File: src/rtl/irqc_pkg.sv
// Package: shared sizing for the cascaded interrupt controller.
// Assumes two identical units and a 3-bit index inside each unit.
package irqc_pkg;
    localparam int UNIT_N    = 8;
    localparam int IDX_W     = $clog2(UNIT_N);
    localparam int BASE_W    = 5;
    localparam int VEC_W     = BASE_W + IDX_W;
    localparam int CASC_PIN  = 2;
    localparam int NO_CASC   = -1;
endpackage

File: src/rtl/irqc_resolver.sv
// irqc_resolver: combinational priority logic for one unit.
// Finds the lowest-numbered pending input, then decides whether it outranks
// every in-service bit. At the cascade pin an in-service bit at the same
// index does not block, because the chained unit arbitrates among its own
// requests. Also reports the most urgent in-service bit for end-of-service.
module irqc_resolver #(
    parameter int N    = 8,
    parameter int IW   = 3,
    parameter int CASC = -1
) (
    input  logic [N-1:0]  pend,
    input  logic [N-1:0]  isr,
    output logic          hit,
    output logic [IW-1:0] win,
    output logic [IW-1:0] isr_top,
    output logic          isr_any,
    output logic          isr_multi
);
    logic found;
    logic blocked;

    // Pick the winning pending input and test it against in-service bits.
    always_comb begin
        win     = '0;
        found   = 1'b0;
        for (int i = N - 1; i >= 0; i--) begin
            if (pend[i]) begin
                win   = IW'(i);
                found = 1'b1;
            end
        end
        blocked = 1'b0;
        for (int i = 0; i < N; i++) begin
            if (isr[i]) begin
                if (i < int'(win))
                    blocked = 1'b1;
                else if (i == int'(win) && i != CASC)
                    blocked = 1'b1;
            end
        end
        hit = found && !blocked;
    end

    // Locate the most urgent in-service entry.
    always_comb begin
        isr_top = '0;
        for (int i = N - 1; i >= 0; i--) begin
            if (isr[i])
                isr_top = IW'(i);
        end
        isr_any   = |isr;
        isr_multi = |(isr & (isr - N'(1)));
    end
endmodule

File: src/rtl/irqc_unit.sv
// irqc_unit: one eight-input priority unit with request sampling, mask and
// in-service registers. The input at CASC (if any) is taken live from the
// chained unit instead of being sampled, so a secondary request reaches the
// primary in the same cycle. Set takes precedence over clear on one bit.
module irqc_unit #(
    parameter int N    = 8,
    parameter int IW   = 3,
    parameter int CASC = -1
) (
    input  logic          clk,
    input  logic          rst_n,
    input  logic [N-1:0]  raw_in,
    input  logic          live_in,
    input  logic          mask_we,
    input  logic [N-1:0]  mask_wdata,
    input  logic          set_en,
    input  logic [IW-1:0] set_idx,
    input  logic          clr_en,
    input  logic [IW-1:0] clr_idx,
    output logic          hit,
    output logic [IW-1:0] win,
    output logic [N-1:0]  isr_q,
    output logic [N-1:0]  mask_q,
    output logic [IW-1:0] isr_top,
    output logic          isr_any,
    output logic          isr_multi
);
    logic [N-1:0] req_eff;
    logic [N-1:0] pend;
    logic [N-1:0] isr_n;

    genvar g;
    generate
        for (g = 0; g < N; g++) begin : g_req
            if (g == CASC) begin : g_chain
                logic unused_raw;
                assign unused_raw = raw_in[g];
                assign req_eff[g] = live_in;
            end else begin : g_smp
                logic smp_q;
                // Sample this request level every clock.
                always_ff @(posedge clk) begin
                    if (!rst_n) smp_q <= 1'b0;
                    else        smp_q <= raw_in[g];
                end
                assign req_eff[g] = smp_q;
            end
        end
        if (CASC < 0) begin : g_nolive
            logic unused_live;
            assign unused_live = live_in;
        end
    endgenerate

    assign pend = req_eff & ~mask_q;

    // Hold the mask; every input starts masked.
    always_ff @(posedge clk) begin
        if (!rst_n)       mask_q <= '1;
        else if (mask_we) mask_q <= mask_wdata;
    end

    // Next in-service state from clear and set requests.
    always_comb begin
        isr_n = isr_q;
        if (clr_en) isr_n[clr_idx] = 1'b0;
        if (set_en) isr_n[set_idx] = 1'b1;
    end

    // Hold the in-service bits.
    always_ff @(posedge clk) begin
        if (!rst_n) isr_q <= '0;
        else        isr_q <= isr_n;
    end

    irqc_resolver #(.N(N), .IW(IW), .CASC(CASC)) u_res (
        .pend      (pend),
        .isr       (isr_q),
        .hit       (hit),
        .win       (win),
        .isr_top   (isr_top),
        .isr_any   (isr_any),
        .isr_multi (isr_multi)
    );
endmodule

File: src/rtl/irqc_vector.sv
// irqc_vector: holds the two programmable bases and latches the vector on
// each acknowledge. vec_valid is a one-cycle echo of the acknowledge.
module irqc_vector #(
    parameter int IW = 3,
    parameter int BW = 5
) (
    input  logic           clk,
    input  logic           rst_n,
    input  logic           base_we,
    input  logic           base_sel,
    input  logic [BW-1:0]  base_wdata,
    input  logic           fire,
    input  logic           sel_sec,
    input  logic [IW-1:0]  idx,
    output logic [BW+IW-1:0] vec_out,
    output logic           vec_valid
);
    logic [BW-1:0] base_p;
    logic [BW-1:0] base_s;

    // Store the base written by software.
    always_ff @(posedge clk) begin
        if (!rst_n) begin
            base_p <= '0;
            base_s <= '0;
        end else if (base_we) begin
            if (base_sel) base_s <= base_wdata;
            else          base_p <= base_wdata;
        end
    end

    // Latch the vector and flag it for one cycle.
    always_ff @(posedge clk) begin
        if (!rst_n) begin
            vec_out   <= '0;
            vec_valid <= 1'b0;
        end else begin
            vec_valid <= fire;
            if (fire)
                vec_out <= {(sel_sec ? base_s : base_p), idx};
        end
    end
endmodule

File: src/rtl/irqc_cascade.sv
// irqc_cascade: top of the two-unit interrupt controller. The secondary
// unit's deliverable-request flag feeds the primary's cascade pin. The top
// routes acknowledge grants and end-of-service clears between the two units.
// Assumes ack and eoi are one-cycle pulses synchronous to clk.
module irqc_cascade #(
    parameter int UNIT_N   = irqc_pkg::UNIT_N,
    parameter int BASE_W   = irqc_pkg::BASE_W,
    parameter int CASC_PIN = irqc_pkg::CASC_PIN,
    localparam int IW      = $clog2(UNIT_N),
    localparam int TOT     = 2 * UNIT_N,
    localparam int VEC_W   = BASE_W + IW
) (
    input  logic              clk,
    input  logic              rst_n,
    input  logic [TOT-1:0]    irq_in,
    input  logic              mask_we,
    input  logic [TOT-1:0]    mask_wdata,
    input  logic              base_we,
    input  logic              base_sel,
    input  logic [BASE_W-1:0] base_wdata,
    output logic              int_out,
    input  logic              ack,
    input  logic              eoi,
    output logic [VEC_W-1:0]  vec_out,
    output logic              vec_valid
);
    localparam logic [IW-1:0] CASC_IDX  = IW'(CASC_PIN);
    localparam logic [IW-1:0] SPUR_IDX  = IW'(UNIT_N - 1);

    logic          p_hit, s_hit;
    logic [IW-1:0] p_win, s_win;
    logic [UNIT_N-1:0] p_isr, s_isr, p_mask, s_mask;
    logic [IW-1:0] p_top, s_top;
    logic          p_any, s_any, p_multi, s_multi;
    logic          grant, via_sec;
    logic          p_clr_en, s_clr_en;
    logic [IW-1:0] vec_idx;
    logic [TOT-1:0] isr_all;
    logic [TOT-1:0] mask_all;

    assign grant   = ack && p_hit;
    assign via_sec = grant && (p_win == CASC_IDX);
    assign int_out = p_hit;
    assign isr_all  = {s_isr, p_isr};
    assign mask_all = {s_mask, p_mask};

    // Index returned with the vector: granting unit's input, or the spurious code.
    always_comb begin
        if (!grant)       vec_idx = SPUR_IDX;
        else if (via_sec) vec_idx = s_win;
        else              vec_idx = p_win;
    end

    // Route a non-specific end-of-service to the right unit(s).
    always_comb begin
        p_clr_en = 1'b0;
        s_clr_en = 1'b0;
        if (eoi && p_any) begin
            if (p_top == CASC_IDX) begin
                s_clr_en = s_any;
                p_clr_en = !s_multi;
            end else begin
                p_clr_en = 1'b1;
            end
        end
    end

    irqc_unit #(.N(UNIT_N), .IW(IW), .CASC(irqc_pkg::NO_CASC)) u_sec (
        .clk        (clk),
        .rst_n      (rst_n),
        .raw_in     (irq_in[TOT-1:UNIT_N]),
        .live_in    (1'b0),
        .mask_we    (mask_we),
        .mask_wdata (mask_wdata[TOT-1:UNIT_N]),
        .set_en     (via_sec),
        .set_idx    (s_win),
        .clr_en     (s_clr_en),
        .clr_idx    (s_top),
        .hit        (s_hit),
        .win        (s_win),
        .isr_q      (s_isr),
        .mask_q     (s_mask),
        .isr_top    (s_top),
        .isr_any    (s_any),
        .isr_multi  (s_multi)
    );

    irqc_unit #(.N(UNIT_N), .IW(IW), .CASC(CASC_PIN)) u_pri (
        .clk        (clk),
        .rst_n      (rst_n),
        .raw_in     (irq_in[UNIT_N-1:0]),
        .live_in    (s_hit),
        .mask_we    (mask_we),
        .mask_wdata (mask_wdata[UNIT_N-1:0]),
        .set_en     (grant),
        .set_idx    (p_win),
        .clr_en     (p_clr_en),
        .clr_idx    (p_top),
        .hit        (p_hit),
        .win        (p_win),
        .isr_q      (p_isr),
        .mask_q     (p_mask),
        .isr_top    (p_top),
        .isr_any    (p_any),
        .isr_multi  (p_multi)
    );

    logic unused_pmulti;
    assign unused_pmulti = p_multi;

    irqc_vector #(.IW(IW), .BW(BASE_W)) u_vec (
        .clk        (clk),
        .rst_n      (rst_n),
        .base_we    (base_we),
        .base_sel   (base_sel),
        .base_wdata (base_wdata),
        .fire       (ack),
        .sel_sec    (via_sec),
        .idx        (vec_idx),
        .vec_out    (vec_out),
        .vec_valid  (vec_valid)
    );
endmodule

File: config.mk
export PLATFORM = sky130hd
export DESIGN_NAME = irqc_cascade
export DESIGN_NICKNAME = d
export VERILOG_FILES = /design/src/rtl/irqc_pkg.sv /design/src/rtl/irqc_resolver.sv /design/src/rtl/irqc_unit.sv /design/src/rtl/irqc_vector.sv /design/src/rtl/irqc_cascade.sv
export SDC_FILE = /design/constraint.sdc
export NUM_CORES = 1
export LEC_CHECK = 0
export CORE_UTILIZATION = 51
export CTS_BUF_LIST = sky130_fd_sc_hd__clkbuf_4 sky130_fd_sc_hd__clkbuf_8 sky130_fd_sc_hd__clkbuf_16
export DETAILED_ROUTE_END_ITERATION = 10
export GPL_ROUTABILITY_DRIVEN = 1
export GPL_TIMING_DRIVEN = 1
export PLACE_DENSITY = 0.76
export SLEW_MARGIN = 10
export SYNTH_ARGS = -nofsm -noshare
export SYNTH_HDL_FRONTEND = slang
export SYNTH_SLANG_ARGS = --single-unit
File: constraint.sdc
create_clock -name clk -period 3.7 [get_ports clk]
set_clock_uncertainty 0.15 [all_clocks]
set_input_delay 0.555 -clock clk [delete_from_list [all_inputs] [get_ports clk]]
set_output_delay 0.555 -clock clk [all_outputs]
set_load 0.01 [all_outputs]
==> metrics <==
status completed; clock insertion delay at the later pin of the skew report 0.34 ns; min-delay src u_sec.mask_q[0]$_SDFFE_PN1P_; RR Endpoint u_sec.isr_q[4]$_SDFF_PN0_; final wirelength 7.75 mm; Residual DRC 0; hold depth 2; Chip Width 81.7 um; post-route ant nets 0; minimum clock period 3.53 ns; clk buf depth 2; CTS Buf Count 9; RD Place Congestion 0.898; starting density of the core 53.7%; EDFF count, synth 0; IO Pins 54; crit path DAT 2.83 ns; WP buf/inv 1; period utilisation layout 95.5%; Final HPWL DP 5.57 mm; Worst Hold Class reg -> reg; layout cell share with drive strength beyond 1 8.92%; port bufs 52; CP max stage cell clkdlybuf4s50_1; count of final setup violators 0; CP cell instances nor2b_1 -> o211ai_1 -> a21oi_1 -> a32o_2 -> nor2_4 -> o221a_1 -> nor2_1 -> clkdlybuf4s50_1; first-pass iteration count of the detailed router 5; Cell variety after synth 59; crit path launch type register; final net count 456; RSZ-0062 raised after global routing no; ANT cells 0; Max rail drop VDD 0.378 mV; share of flip-flops with an asynchronous set or reset 0%; Main synth FF type dfxtp_1; Max-slew headroom 32.3%; Fin. Hold Viols 0; GR Overflow Total 0; GR Util All Layers 25.6%; WL met1 3.36 mm; clk sink count 66; mean area per synthesized cell 8.92 um^2; clock root cell clkbuf_8; DR iter-0 viols 143; Seq cells post-synth 66; CP Class reg -> out; fmax 0.283 GHz; largest net degree at the start of global routing 37; area grow syn2layout 23.3%; synth warn 0; full die area 0.00667 mm^2; Synth Cell Area 0.00324 mm^2; Final Max Slew Viols 0; vias in the first global route 2891; worst reg2reg path startpoint u_sec.isr_q[0]$_SDFF_PN0_; CP Capture Type primary output; Fin Setup TNS 0 ns; Reg2Reg Depth 7; Power Total 0.00159 W; initial antenna violation count 0; WL per Instance 15.8 um; crit-path max FO 7; routed wire length on met3 454 um; Post-Syn Nets 407; routed via count 2906; R2R Setup Slk 1.00 ns; vias per inst 5.93; CTS H-tree lvls 3; Core Region 0.00603 mm^2; CP peak stage delay 0.55 ns; worst slew pin tran 1.01 ns; sequential share of the synthesized area 40.8%; Lkg Pwr 1.52 nW; Hold Buf Count CTS 0; WP data required 2.99 ns; met2 WL 3.76 mm; Cells after Synth 363; first-pass GRT wire length 12.8 mm; layout filler cell count 529; highest metal used met4; CTS tree yes; Die Span Y 81.7 um; # Max-Cap Violations 0; Cell Rows 28; clock transition at the registers of the reported paths 0.07 ns; Cell Pwr Density 398 mW/mm^2; hold endpoint u_sec.mask_q[0]$_SDFFE_PN1P_; CP delay by family, top compound AO/OA/AOI/OAI gates
[synthesized netlist by cell type (all sizes together) (2+ instances only)]
master,instances,area (um^2)
dfxtp,66,1320
nand2,35,134
mux2i,27,270
nor2,22,92.6
and2,19,119
o21ai,18,90.1
a21oi,17,85.1
clkbuf,16,60.1
nor2b,15,93.8
nand2b,13,81.3
o211ai,11,82.6
a21boi,10,75.1
inv,8,30.0
nand3,8,40.0
o31ai,7,52.6
o41ai,6,67.6
or2,6,37.5
nand4,5,31.3
a31oi,4,25.0
or4,4,30.0
a211oi,3,27.5
nor3,3,26.3
or3,3,18.8
a31o,2,17.5
a41oi,2,17.5
buf,2,22.5
maj3,2,20.0
nand3b,2,15.0
nor4,2,12.5
o2111ai,2,17.5
o21a,2,15.0
o21bai,2,15.0
o221ai,2,17.5
[how the worst max path moves through the flow]
stage / startpoint / to / slack, ns / cells past startpoint
3_5_place_dp: u_sec.isr_q[0]$_SDFF_PN0_ / int_out / 0.46 / 8
6_report: u_sec.g_req[7].g_smp.smp_q$_SDFF_PN0_ / int_out / 0.17 / 8
2_1_floorplan: u_sec.isr_q[0]$_SDFF_PN0_ / int_out / 0.95 / 9
5_1_grt: u_sec.mask_q[1]$_SDFFE_PN1P_ / int_out / 0.02 / 8
3_3_place_gp: u_sec.isr_q[0]$_SDFF_PN0_ / int_out / 0.51 / 8
4_1_cts: u_sec.isr_q[0]$_SDFF_PN0_ / int_out / 0.08 / 8
[cells by family after synthesis]
group                      Yosys count  synth area share (%)
and+or+nand+nor                    140                  23.7
AOI/OAI and AO/OA                  102                  23.1
DFF                                 66                  40.8
muxes                               27                  8.35
buffers and inverters               26                  3.48
adders and majority gates            2                 0.619
[power breakdown]
group / total [W] / switching (W) / internal, W
logic: 0.000232 / 0.000112 / 0.000120
registers: 0.000764 / 0.0000196 / 0.000745
clock network: 0.000594 / 0.000256 / 0.000338
[per-layer routing]
| layer | vias to the layer above | GRT usage [%] |
|---|---|---|
| met5 | - | 0 |
| met4 | 0 | 13.7 |
| met3 | 21 | 6.00 |
| met2 | 109 | 43.4 |
| met1 | 1358 | 29.8 |
| li1 | 1418 | - |
[state kept, by name, summed over array words and instances, names as in the netlist]
name,count
u_vec.vec_out,8
u_vec.vec_valid,1
u_pri.isr_q,8
u_vec.base_p,5
u_vec.base_s,5
u_sec.isr_q,8
u_sec.mask_q,8
u_pri.g_req.g_smp.smp_q,7
u_pri.mask_q,8
u_sec.g_req.g_smp.smp_q,8
[through the flow]
step	setup WS [ns]	cells	utilization (%)	cell area (um^2)	hold WS, ns
2_1_floorplan	0.953	363	-	3240	0.282
3_3_place_gp	0.515	476	63.0	3790	0.296
3_5_place_dp	0.461	476	63.0	3790	0.298
4_1_cts	0.0840	490	66.1	3990	0.318
5_1_grt	0.0165	490	66.3	3990	0.344
6_report	0.168	490	66.3	3990	0.313
[layout by cell type, fill, tap and decap left out, drive strengths merged, types with 3 or more instances in the layout]
cell type | netlist | routed
a211oi | 3 | 3
a21boi | 10 | 10
a21oi | 17 | 17
a31oi | 4 | 4
and2 | 19 | 19
buf | 2 | 5
clkbuf | 16 | 11
clkdlybuf4s50 | 0 | 51
dfxtp | 66 | 66
inv | 8 | 8
mux2i | 27 | 27
nand2 | 35 | 35
nand2b | 13 | 13
nand3 | 8 | 8
nand4 | 5 | 5
nor2 | 22 | 22
nor2b | 15 | 15
nor3 | 3 | 3
o211ai | 11 | 11
o21ai | 18 | 18
o31ai | 7 | 7
o41ai | 6 | 6
or2 | 6 | 6
or3 | 3 | 3
or4 | 4 | 4
[timing repair]
item	in CTS	in global routing
setup endpoints to repair	0	1
buffers inserted	0	0
resized for setup	0	3
[final cells by class]
class	instances	area, um^2	share of cell area, %
Clock buffer	11	151	3.79
Clock inverter	3	40.0	1.00
Sequential cell	66	1320	33.1
Tap cell	75	93.8	2.35
Multi-Input combinational cell	271	1810	45.3
Inverter	8	30.0	0.752
Timing Repair Buffer	56	546	13.7
[worst min-delay path, stage by stage, from the launching register on]
cell,delay [ns]
dfxtp_1,0.32
mux2i_1,0.06
nand2_1,0.06
(Power assumes the default switching activity.)
